==> config.mk <==
export PLATFORM = sky130hd
export DESIGN_NAME = asp_front
export DESIGN_NICKNAME = d
export VERILOG_FILES = /design/src/rtl/asp_pkg.sv /design/src/rtl/asp_root_sel.sv /design/src/rtl/asp_prefix.sv /design/src/rtl/asp_keys.sv /design/src/rtl/asp_front.sv
export SDC_FILE = /design/constraint.sdc
export NUM_CORES = 1
export LEC_CHECK = 0
export BUFFER_PORTS_ARGS = -buffer_cell sky130_fd_sc_hd__buf_2
export CORE_ASPECT_RATIO = 1.4
export CORE_MARGIN = 3
export CORE_UTILIZATION = 55
export CTS_BUF_LIST = sky130_fd_sc_hd__clkbuf_8 sky130_fd_sc_hd__clkbuf_16
export DETAILED_ROUTE_END_ITERATION = 12
export HOLD_SLACK_MARGIN = 0.08
export MAX_ROUTING_LAYER = met4
export PLACE_DENSITY = 0.91
export SLEW_MARGIN = 15
export SYNTH_ARGS = -nofsm -noshare
export SYNTH_HDL_FRONTEND = slang
export SYNTH_SLANG_ARGS = --single-unit
==> constraint.sdc <==
create_clock -name clk -period 17.5 [get_ports clk]
set_input_delay 0 -clock clk [delete_from_list [all_inputs] [get_ports clk]]
set_output_delay 0 -clock clk [all_outputs]
set_load 0.01 [all_outputs]
==> src/rtl/asp_pkg.sv <==
// Shared encodings for the address-space select and prefix unit.
// Assumes a 2-bit mode and access code, and a 3-bit permission vector.
package asp_pkg;
    localparam logic [1:0] MODE_PRI  = 2'd0;
    localparam logic [1:0] MODE_AR   = 2'd1;
    localparam logic [1:0] MODE_SEC  = 2'd2;
    localparam logic [1:0] MODE_HOME = 2'd3;

    localparam logic [1:0] ACC_RD = 2'd0;
    localparam logic [1:0] ACC_WR = 2'd1;
    localparam logic [1:0] ACC_IF = 2'd2;

    localparam int PERM_R = 0;
    localparam int PERM_W = 1;
    localparam int PERM_X = 2;

    typedef enum logic [2:0] {
        ST_IDLE,
        ST_START,
        ST_WAIT,
        ST_FIN,
        ST_ERR
    } asp_state_t;
endpackage

==> src/rtl/asp_root_sel.sv <==
// Root and permission-mask selection.
// Purely combinational. Maps the address-space mode and access type to a
// walker root and a mask applied to the permissions. An unsupported mode or
// access code drops root_ok.
module asp_root_sel
    import asp_pkg::*;
#(
    parameter int AW = 32
) (
    input  logic [1:0]    mode,
    input  logic [1:0]    acc,
    input  logic [AW-1:0] cr1,
    input  logic [AW-1:0] cr7,
    input  logic [AW-1:0] cr13,
    output logic [AW-1:0] root,
    output logic [2:0]    perm_mask,
    output logic          root_ok
);
    logic is_fetch;

    // Decode the access type once for the secondary split.
    always_comb is_fetch = (acc == ACC_IF);

    // Pick the root register and the permission mask for the mode.
    always_comb begin
        root      = '0;
        perm_mask = 3'b111;
        root_ok   = (acc != 2'd3);
        case (mode)
            MODE_PRI:  root = cr1;
            MODE_HOME: root = cr13;
            MODE_SEC: begin
                if (is_fetch) begin
                    root      = cr1;
                    perm_mask = 3'b100;
                end else begin
                    root      = cr7;
                    perm_mask = 3'b011;
                end
            end
            default: root_ok = 1'b0;
        endcase
    end
endmodule

==> src/rtl/asp_prefix.sv <==
// Bidirectional low-core prefix swap.
// Combinational. Exchanges the low window with the window at the prefix base.
// Assumes prefix is aligned to LOW_BYTES.
module asp_prefix #(
    parameter int AW        = 32,
    parameter int LOW_BYTES = 'h2000
) (
    input  logic [AW-1:0] raddr,
    input  logic [AW-1:0] prefix,
    output logic [AW-1:0] abs_addr
);
    localparam logic [AW-1:0] LOW_LIM = AW'(LOW_BYTES);

    logic in_low;
    logic in_pfx;

    // Classify the address against both windows.
    always_comb begin
        in_low = (raddr < LOW_LIM);
        in_pfx = (raddr >= prefix) && ((raddr - prefix) < LOW_LIM);
    end

    // Apply the swap, with the low window taking precedence.
    always_comb begin
        if (in_low)
            abs_addr = raddr + prefix;
        else if (in_pfx)
            abs_addr = raddr - prefix;
        else
            abs_addr = raddr;
    end
endmodule

==> src/rtl/asp_keys.sv <==
// Storage-key array with one 2-bit entry per page: bit 0 referenced,
// bit 1 changed.
// Bits are OR-ed in by a single-cycle read-modify-write when upd_en is high
// and the address is inside RAM and inside the array. Reset clears every key.
module asp_keys #(
    parameter int AW        = 32,
    parameter int NUM_KEYS  = 64,
    parameter int PAGE_BITS = 12,
    localparam int KIW      = (NUM_KEYS > 1) ? $clog2(NUM_KEYS) : 1
) (
    input  logic           clk,
    input  logic           rst_n,
    input  logic           upd_en,
    input  logic [AW-1:0]  upd_addr,
    input  logic [AW-1:0]  ram_size,
    input  logic           set_ref,
    input  logic           set_chg,
    input  logic [KIW-1:0] rd_idx,
    output logic [1:0]     rd_key
);
    logic [AW-1:0] page;
    logic          in_range;
    logic [1:0]    key_q [NUM_KEYS];

    // Compute the page index and whether the key exists.
    always_comb begin
        page     = upd_addr >> PAGE_BITS;
        in_range = upd_en && (upd_addr < ram_size) && (page < AW'(NUM_KEYS));
    end

    for (genvar i = 0; i < NUM_KEYS; i++) begin : g_key
        logic hit;

        // Select this entry for update.
        always_comb hit = in_range && (page[KIW-1:0] == KIW'(i));

        // Clear on reset, accumulate bits on a hit.
        always_ff @(posedge clk) begin
            if (!rst_n)
                key_q[i] <= 2'b00;
            else if (hit)
                key_q[i] <= key_q[i] | {set_chg, set_ref};
        end
    end

    // Read port.
    always_comb rd_key = key_q[rd_idx];
endmodule

==> src/rtl/asp_front.sv <==
// Address-space select and prefix unit (top).
// Accepts one request while idle. It either bypasses translation or drives
// the walker with a start pulse and waits for done. The result is masked per
// mode and prefix-swapped, and a response pulse is issued for one cycle. The
// storage key is updated on the cycle after the response.
// Assumes the walker asserts walk_done only after walk_start.
module asp_front
    import asp_pkg::*;
#(
    parameter int AW        = 32,
    parameter int NUM_KEYS  = 64,
    parameter int PAGE_BITS = 12,
    parameter int LOW_BYTES = 'h2000,
    localparam int KIW      = (NUM_KEYS > 1) ? $clog2(NUM_KEYS) : 1
) (
    input  logic           clk,
    input  logic           rst_n,
    input  logic           req_valid,
    input  logic [AW-1:0]  req_vaddr,
    input  logic [1:0]     req_acc,
    input  logic [1:0]     req_mode,
    input  logic           dat_en,
    input  logic [AW-1:0]  cr1,
    input  logic [AW-1:0]  cr7,
    input  logic [AW-1:0]  cr13,
    input  logic [AW-1:0]  prefix,
    input  logic [AW-1:0]  ram_size,
    output logic           walk_start,
    output logic [AW-1:0]  walk_root,
    output logic [AW-1:0]  walk_vaddr,
    output logic [1:0]     walk_acc,
    input  logic           walk_done,
    input  logic [AW-1:0]  walk_raddr,
    input  logic           walk_wprot,
    input  logic           walk_fault,
    output logic           rsp_valid,
    output logic [AW-1:0]  rsp_addr,
    output logic [2:0]     rsp_perm,
    output logic           rsp_fault,
    output logic           rsp_err,
    input  logic [KIW-1:0] key_idx,
    output logic [1:0]     key_val
);
    localparam logic [AW-1:0] ALIGN_MASK = ~((AW'(1) << PAGE_BITS) - AW'(1));

    asp_state_t    state_q;
    logic [AW-1:0] vaddr_q;
    logic [AW-1:0] raddr_q;
    logic [1:0]    mode_q;
    logic [1:0]    acc_q;
    logic          dat_q;
    logic [2:0]    perm_q;
    logic          fault_q;

    logic [AW-1:0] sel_root;
    logic [2:0]    sel_mask;
    logic          sel_ok;
    logic [AW-1:0] abs_addr;
    logic          fin;

    asp_root_sel #(.AW(AW)) u_sel (
        .mode      (mode_q),
        .acc       (acc_q),
        .cr1       (cr1),
        .cr7       (cr7),
        .cr13      (cr13),
        .root      (sel_root),
        .perm_mask (sel_mask),
        .root_ok   (sel_ok)
    );

    asp_prefix #(.AW(AW), .LOW_BYTES(LOW_BYTES)) u_pfx (
        .raddr    (raddr_q),
        .prefix   (prefix),
        .abs_addr (abs_addr)
    );

    // Response stage is active.
    always_comb fin = (state_q == ST_FIN);

    asp_keys #(.AW(AW), .NUM_KEYS(NUM_KEYS), .PAGE_BITS(PAGE_BITS)) u_keys (
        .clk      (clk),
        .rst_n    (rst_n),
        .upd_en   (fin),
        .upd_addr (abs_addr),
        .ram_size (ram_size),
        .set_ref  (perm_q[PERM_R]),
        .set_chg  (perm_q[PERM_W]),
        .rd_idx   (key_idx),
        .rd_key   (key_val)
    );

    // Request capture and sequencing through walker handshake and response.
    always_ff @(posedge clk) begin
        if (!rst_n) begin
            state_q <= ST_IDLE;
            vaddr_q <= '0;
            raddr_q <= '0;
            mode_q  <= MODE_PRI;
            acc_q   <= ACC_RD;
            dat_q   <= 1'b0;
            perm_q  <= 3'b000;
            fault_q <= 1'b0;
        end else begin
            case (state_q)
                ST_IDLE: begin
                    if (req_valid) begin
                        vaddr_q <= req_vaddr & ALIGN_MASK;
                        mode_q  <= req_mode;
                        acc_q   <= req_acc;
                        dat_q   <= dat_en;
                        fault_q <= 1'b0;
                        if (!dat_en) begin
                            raddr_q <= req_vaddr & ALIGN_MASK;
                            perm_q  <= 3'b111;
                            state_q <= ST_FIN;
                        end else begin
                            state_q <= ST_START;
                        end
                    end
                end
                ST_START: begin
                    state_q <= sel_ok ? ST_WAIT : ST_ERR;
                end
                ST_WAIT: begin
                    if (walk_done) begin
                        raddr_q <= walk_raddr;
                        fault_q <= walk_fault;
                        perm_q  <= {1'b1, ~walk_wprot, 1'b1} & sel_mask;
                        state_q <= ST_FIN;
                    end
                end
                default: state_q <= ST_IDLE;
            endcase
        end
    end

    // Walker-side outputs.
    always_comb begin
        walk_start = (state_q == ST_START) && sel_ok;
        walk_root  = sel_root;
        walk_vaddr = vaddr_q;
        walk_acc   = acc_q;
    end

    // Response outputs, zero outside the response cycle.
    always_comb begin
        rsp_valid = fin || (state_q == ST_ERR);
        rsp_err   = (state_q == ST_ERR);
        rsp_addr  = fin ? abs_addr : '0;
        rsp_perm  = fin ? perm_q : 3'b000;
        rsp_fault = fin && fault_q;
    end
endmodule

Yosys cells after proc, flatten, opt, wreduce, memory -nomap -nowiden. Memory sizes are Yosys's and may differ from the RTL's. Cells that the tools add are included.

Word-level logic and storage cells: 580. Memory bits (writable): 128. Register bits: 63. Memories kept: 1. Output and inout port bits: 107. Input bits: 241.

Muxes and demuxes: 282. Reductions and logical operators: 79. Bitwise operators: 130. $add $sub $neg: 2. Equality and inequality tests: 74. Magnitude comparators: 5.

Memory list: u_keys.key_q (words 64, width 2, rd ports 65, clocked after memory_dff 0, write ports 64, RTL line asp_keys.sv:23) `logic [1:0] key_q [NUM_KEYS];`.

Operators with widths (number): 32-bit 2-to-1 mux (7); 1-bit 2-to-1 mux (196); 6-bit == test, second input constant (32); 2-bit 2-to-1 mux (65); 2-bit OR (64); 6-bit by 5-bit == test with 1-bit output, second input constant (16); 32-bit one-hot mux with 3 select lines (1); 1-bit logical AND (69); 32-bit by 14-bit less-than comparator with 1-bit output, second input constant (2); 1-bit OR (64); 32-bit one-hot mux with 2 select lines (1); 6-bit by 4-bit == test with 1-bit output, second input constant (8); 32-bit adder (1); 32-bit >= comparator (1); 32-bit less-than comparator (1); 32-bit subtractor (1); 3-bit 2-to-1 mux (9); 6-bit by 3-bit == test with 1-bit output, second input constant (4); 20-bit by 7-bit less-than comparator with 1-bit output, second input constant (1); 6-bit by 2-bit == test with 1-bit output, second input constant (2); 3-bit one-hot mux with 3 select lines (1); 2-bit inequality test, second input constant (4); 2-bit == test, second input constant (3); 3-bit by 2-bit == test with 1-bit output, second input constant (2); 16 further kinds (17).

Longest topological paths before layout.
Word-level depth: 13. Gate-level depth with buffers: 30. Mapped depth without buffers: 26.

Hierarchy. Synthesis repeated with hierarchy kept, for this count alone.

Cells, all modules: 1898. Area, all modules: 16286.9 um^2.

By module, submodules not included: asp_keys (instances 1, sequential area each 3843.7 um^2, area an instance 7976.4 um^2, cells an instance 756); asp_prefix (instances 1, sequential area each 0.0 um^2, area an instance 4773.3 um^2, cells an instance 742); asp_front (instances 1, sequential area each 1261.2 um^2, area an instance 2860.2 um^2, cells an instance 315); asp_root_sel (instances 1, sequential area each 0.0 um^2, area an instance 676.9 um^2, cells an instance 85).

Worst setup path after synthesis. OpenSTA, ideal clock, no wires.

Path type: reg2reg. Start point: register raddr_q[0]. End point: memory u_keys.key_q[38][0], enable pin. Path buffers: 3. Arrival time: 6597 ps. Stages on the path, launching flop included: 27. Clock period less this slack: 6924 ps. Library setup time: 328 ps. Required time: 17172 ps. Setup slack: 10576 ps. Cells stage by stage: dfxtp_1 -> inv_1 -> ha_1 -> fa_1 -> nor2b_1 -> o2111a_1 -> o21ai_1 -> o211a_1 -> o311ai_0 -> nor3b_1 -> or4b_1 -> clkbuf_1 -> o21ai_1 -> clkbuf_1 -> o22ai_1 -> a21oi_1 -> ha_1 -> a21o_1 -> a21o_1 -> a21oi_1 -> o221ai_1 -> or3_1 -> or4b_1 -> a2111oi_4 -> nand4b_1 -> clkbuf_1 -> o21ai_0.

RTL lines: start: declaration (RTL line asp_front.sv:48) `logic [AW-1:0] raddr_q;`; start signal: assignment (RTL line asp_front.sv:114) `raddr_q <= req_vaddr & ALIGN_MASK;`; start signal: assignment (RTL line asp_front.sv:127) `raddr_q <= walk_raddr;`; end: declaration (RTL line asp_keys.sv:23).

==> impl_metrics.toml <==
[cts]
path_clk_slew_ns = 0.08
numClockSinks = 191
h-tree-depth = 4
cts-resized-gates = 0
cts_root_buffer = "clkbuf_16"
clk_latency_ns = 0.48
clk_path_buf_depth = 2
cts-buffers-inserted = 17
cts_tree = "built"

[synth]
synth_flop_cell = "edfxtp_1"
yosys_warnings = 0
synth_top_area_share_pct = 23.27
synth.area.top_cells = "edfxtp_1 (23%), dfxtp_1 (7.6%), ha_1 (7.1%), mux4_2 (5.7%), nor2_1 (5.0%)"
synth_seq_cells = 191
netlist_instances = 2027
avgSynthCellArea_um2 = 8.150
async_reset_ff_share_pct = 0
synth_edf_count = 128
synth.cell_area_mm2 = 0.01652
ys_seq_area_share_pct = 30.90
synth_top_cell_by_area = "edfxtp_1"
synth.distinct_cells = 80

[hold_path]
hp-class = "in2reg"
hold_end = "perm_q[2]"
holdPathStages = 5
holdCritStartpoint = "dat_en"

[global_routing]
grt_pass1_vias = 18263
grt-ovfl-total = 0
grt.total_usage_pct = 44.33
antenna_found_initial = 16
grt_pass1_wl_mm = 107.2
grt_max_degree = 104

[outcome]
status = "complete, no violations"

[routing]
antenna_left = 0
drt_iter0_drc = 2113
postRouteWirelength_mm = 72.67
drc_errors = 0
first_pass_iters = 6
wl_per_cell_um = 26.80
vias = 19006
via_per_inst = 7.008

[cells_and_area]
instances_no_fill = 2712
syn2layout_area_growth_pct = 18.02
mostFrequentLayoutCells = "buf_2 (322), nor2_1 (221), nand2_1 (214), o21ai_0 (154), a21oi_1 (136)"
fin_nets = 2638
layout_commonest_cell = "buf_2"
drive_above_1_share_pct = 19.79

[pwr]
pwr-share-clk_pct = 28.3
seqPwrFrac_pct = 34.2
power.share.switching_pct = 40.23
pwr-share-comb_pct = 37.4
ir_worst_vdd_v = 0.00008395
cellPowerDensity_mw_per_mm2 = 80.01
p_int_mw = 0.9325
leakage_nw = 8.004
switching_power_mw = 0.6276

[placement]
portBuffers = 323
dp_hpwl_mm = 53.92
dp_cells = 2598
place.gp.congestion = 1.065

[critical_path]
cp_data_arrival_time_ns = 9.95
slowest_delay_ns = 0.87
critPathBufInv = 2
worstPathRequired_ns = 17.64
cp-end-kind = "flip-flop"
ff2ff_path_depth = 23
worst_path_max_delay_cell = "nand4b_1"
path_delay_family = "compound AO/OA/AOI/OAI gates"
critPathKind = "reg2reg"
crit-reg2reg-launch = "raddr_q[20]"
cp-start-kind = "flip-flop"
r2r-end = "u_keys.key_q[37][0]"
crit_chain = "ha_1, inv_1, o31ai_1, nor2_1, o211a_1, o311ai_0, nor3b_1, or4b_1, nor3_1, buf_4, a22oi_1, o22ai_1, a21oi_1, ha_1, a21o_1, a21o_1, a21oi_1, o221ai_1, or3_1, or4b_1, a2111oi_4, nand4b_1, o21ai_0"
cp_max_fo = 16
reg2reg_slack_ns = 7.69

[timing]
layout_min_cycle_time_ns = 9.808
setup-tns-final_ns = 0
period_share_pct = 56.04
setup_viol = 0
fmax_ghz = 0.1020
timing.final.hold_violations = 0
rsz0062_at_grt = "false"
worst_pin_slew_ns = 1.262
relSlewSlack_pct = 15.89
slew_viol_final = 0
worst_clock_skew_ns = 0.01330

[job]
cap_violations = 0

[floorplan]
core_area_mm2 = 0.02935
ios = 348
start_util_pct = 56.29
die_area_mm2 = 0.03218
die_h_um = 211.1
die_w_um = 152.5
rows = 74
-- stage by stage --
| step | util (%) | cell area, um2 | power, mW | hold slack, ns | setup WS [ns] |
|---|---|---|---|---|---|
| 6_report | 66.43 | 19500 | 1.560 | 0.2939 | 7.692 |
| 5_1_grt | 66.41 | 19490 | 1.610 | 0.3081 | 7.362 |
| 4_1_cts | 66.22 | 19440 | 1.532 | 0.2739 | 7.594 |
| 3_5_place_dp | 61.89 | 18160 | 1.086 | 0.2441 | 7.691 |
| 3_3_place_gp | 61.89 | 18160 | 1.074 | 0.2435 | 8.042 |
| 2_1_floorplan | - | 16560 | 0.8952 | 0.1360 | 10.58 |
-- worst min-delay path, cell delays in order --
cell and delay, ns:
buf_2 0.12, a21oi_4 0.06, buf_4 0.32, nor2_1 0.16, nor3_1 0.05
-- per-layer routing --
metal	vias to the layer above	GRT usage [%]	share of wire, %
met2	1606	72.44	47
li1	8166	-	-
met1	8781	46.24	32
met4	0	35.72	11
met5	-	-	0
met3	453	9.551	11
-- cell type report --
type,instances,area (um2)
diodes,18,45.04
clock buffers,17,425.4
clock inverters,15,215.2
fillers,2315,9853
inverters,103,386.6
multi-input cells,1574,10380
flip-flops and latches,191,5109
well taps,380,475.5
repair buffers,414,2464
-- synthesized netlist by cell type (8+ instances only) --
cell type    n
nor2_1     221
buf_1       17
nand2_1    215
clkbuf_1   107
o21ai_0    154
o31ai_1      9
nor2b_1     18
or3_1       14
ha_1        94
o211ai_1    42
buf_4       18
a211oi_1    38
nand4_1     32
nor4_1     131
nand2b_1    10
xnor2_1     12
mux4_2      42
o21a_1      13
buf_2       28
a21o_1      32
edfxtp_1   128
or4_1        8
mux2i_1     33
and2_1      26
inv_1      100
a22o_1      34
nand3_1     41
nor3_1      36
a31oi_1     14
a21oi_1    138
o2111ai_1    9
o22ai_1     14
dfxtp_1     63
-- power groups by stage --
stage	combinational, mW	sequential [mW]	clock, mW
final	0.584	0.534	0.442
after CTS	0.561	0.531	0.440
after detailed placement	0.545	0.541	0
after global routing	0.618	0.535	0.456
after floorplan	0.369	0.527	0
after global placement	0.535	0.539	0
-- cell families (layout without fill, tap and decap cells) --
logic type	Yosys count	count (layout)	synth area share [%]
and+or+nand+nor	792	792	23.33
other	1	30	0.02270
adders and majority gates	96	96	7.361
muxes	79	79	7.998
DFF	191	191	30.90
xor gates and xnor gates	12	12	0.6362
AOI/OAI and AO/OA	583	583	22.93
buffers and inverters	273	549	6.824
-- registers in the layout, summed over array words and instances (netlist names) --
signal        flops
raddr_q          32
mode_q            2
state_q           3
fault_q           1
u_keys.key_q    128
perm_q            3
walk_vaddr       20
walk_acc          2
-- timing repair --
item | CTS | global route
hold endpoints to repair | 60 | 0
buffers inserted | 0 | 0
hold buffers | 63 | 0
-- worst max-delay path by stage --
stage / cells past startpoint / slack [ns] / from / to
final: 23 / 7.69 / raddr_q[20] / u_keys.key_q[37][0]
after global routing: 23 / 7.36 / raddr_q[20] / u_keys.key_q[37][0]
after CTS: 23 / 7.59 / raddr_q[20] / u_keys.key_q[8][1]
after detailed placement: 23 / 7.69 / raddr_q[20] / u_keys.key_q[8][1]
after global placement: 23 / 8.04 / raddr_q[20] / u_keys.key_q[11][0]
after floorplan: 26 / 10.58 / raddr_q[0] / u_keys.key_q[38][0]
Note: power is estimated with default switching activity, not from simulation.
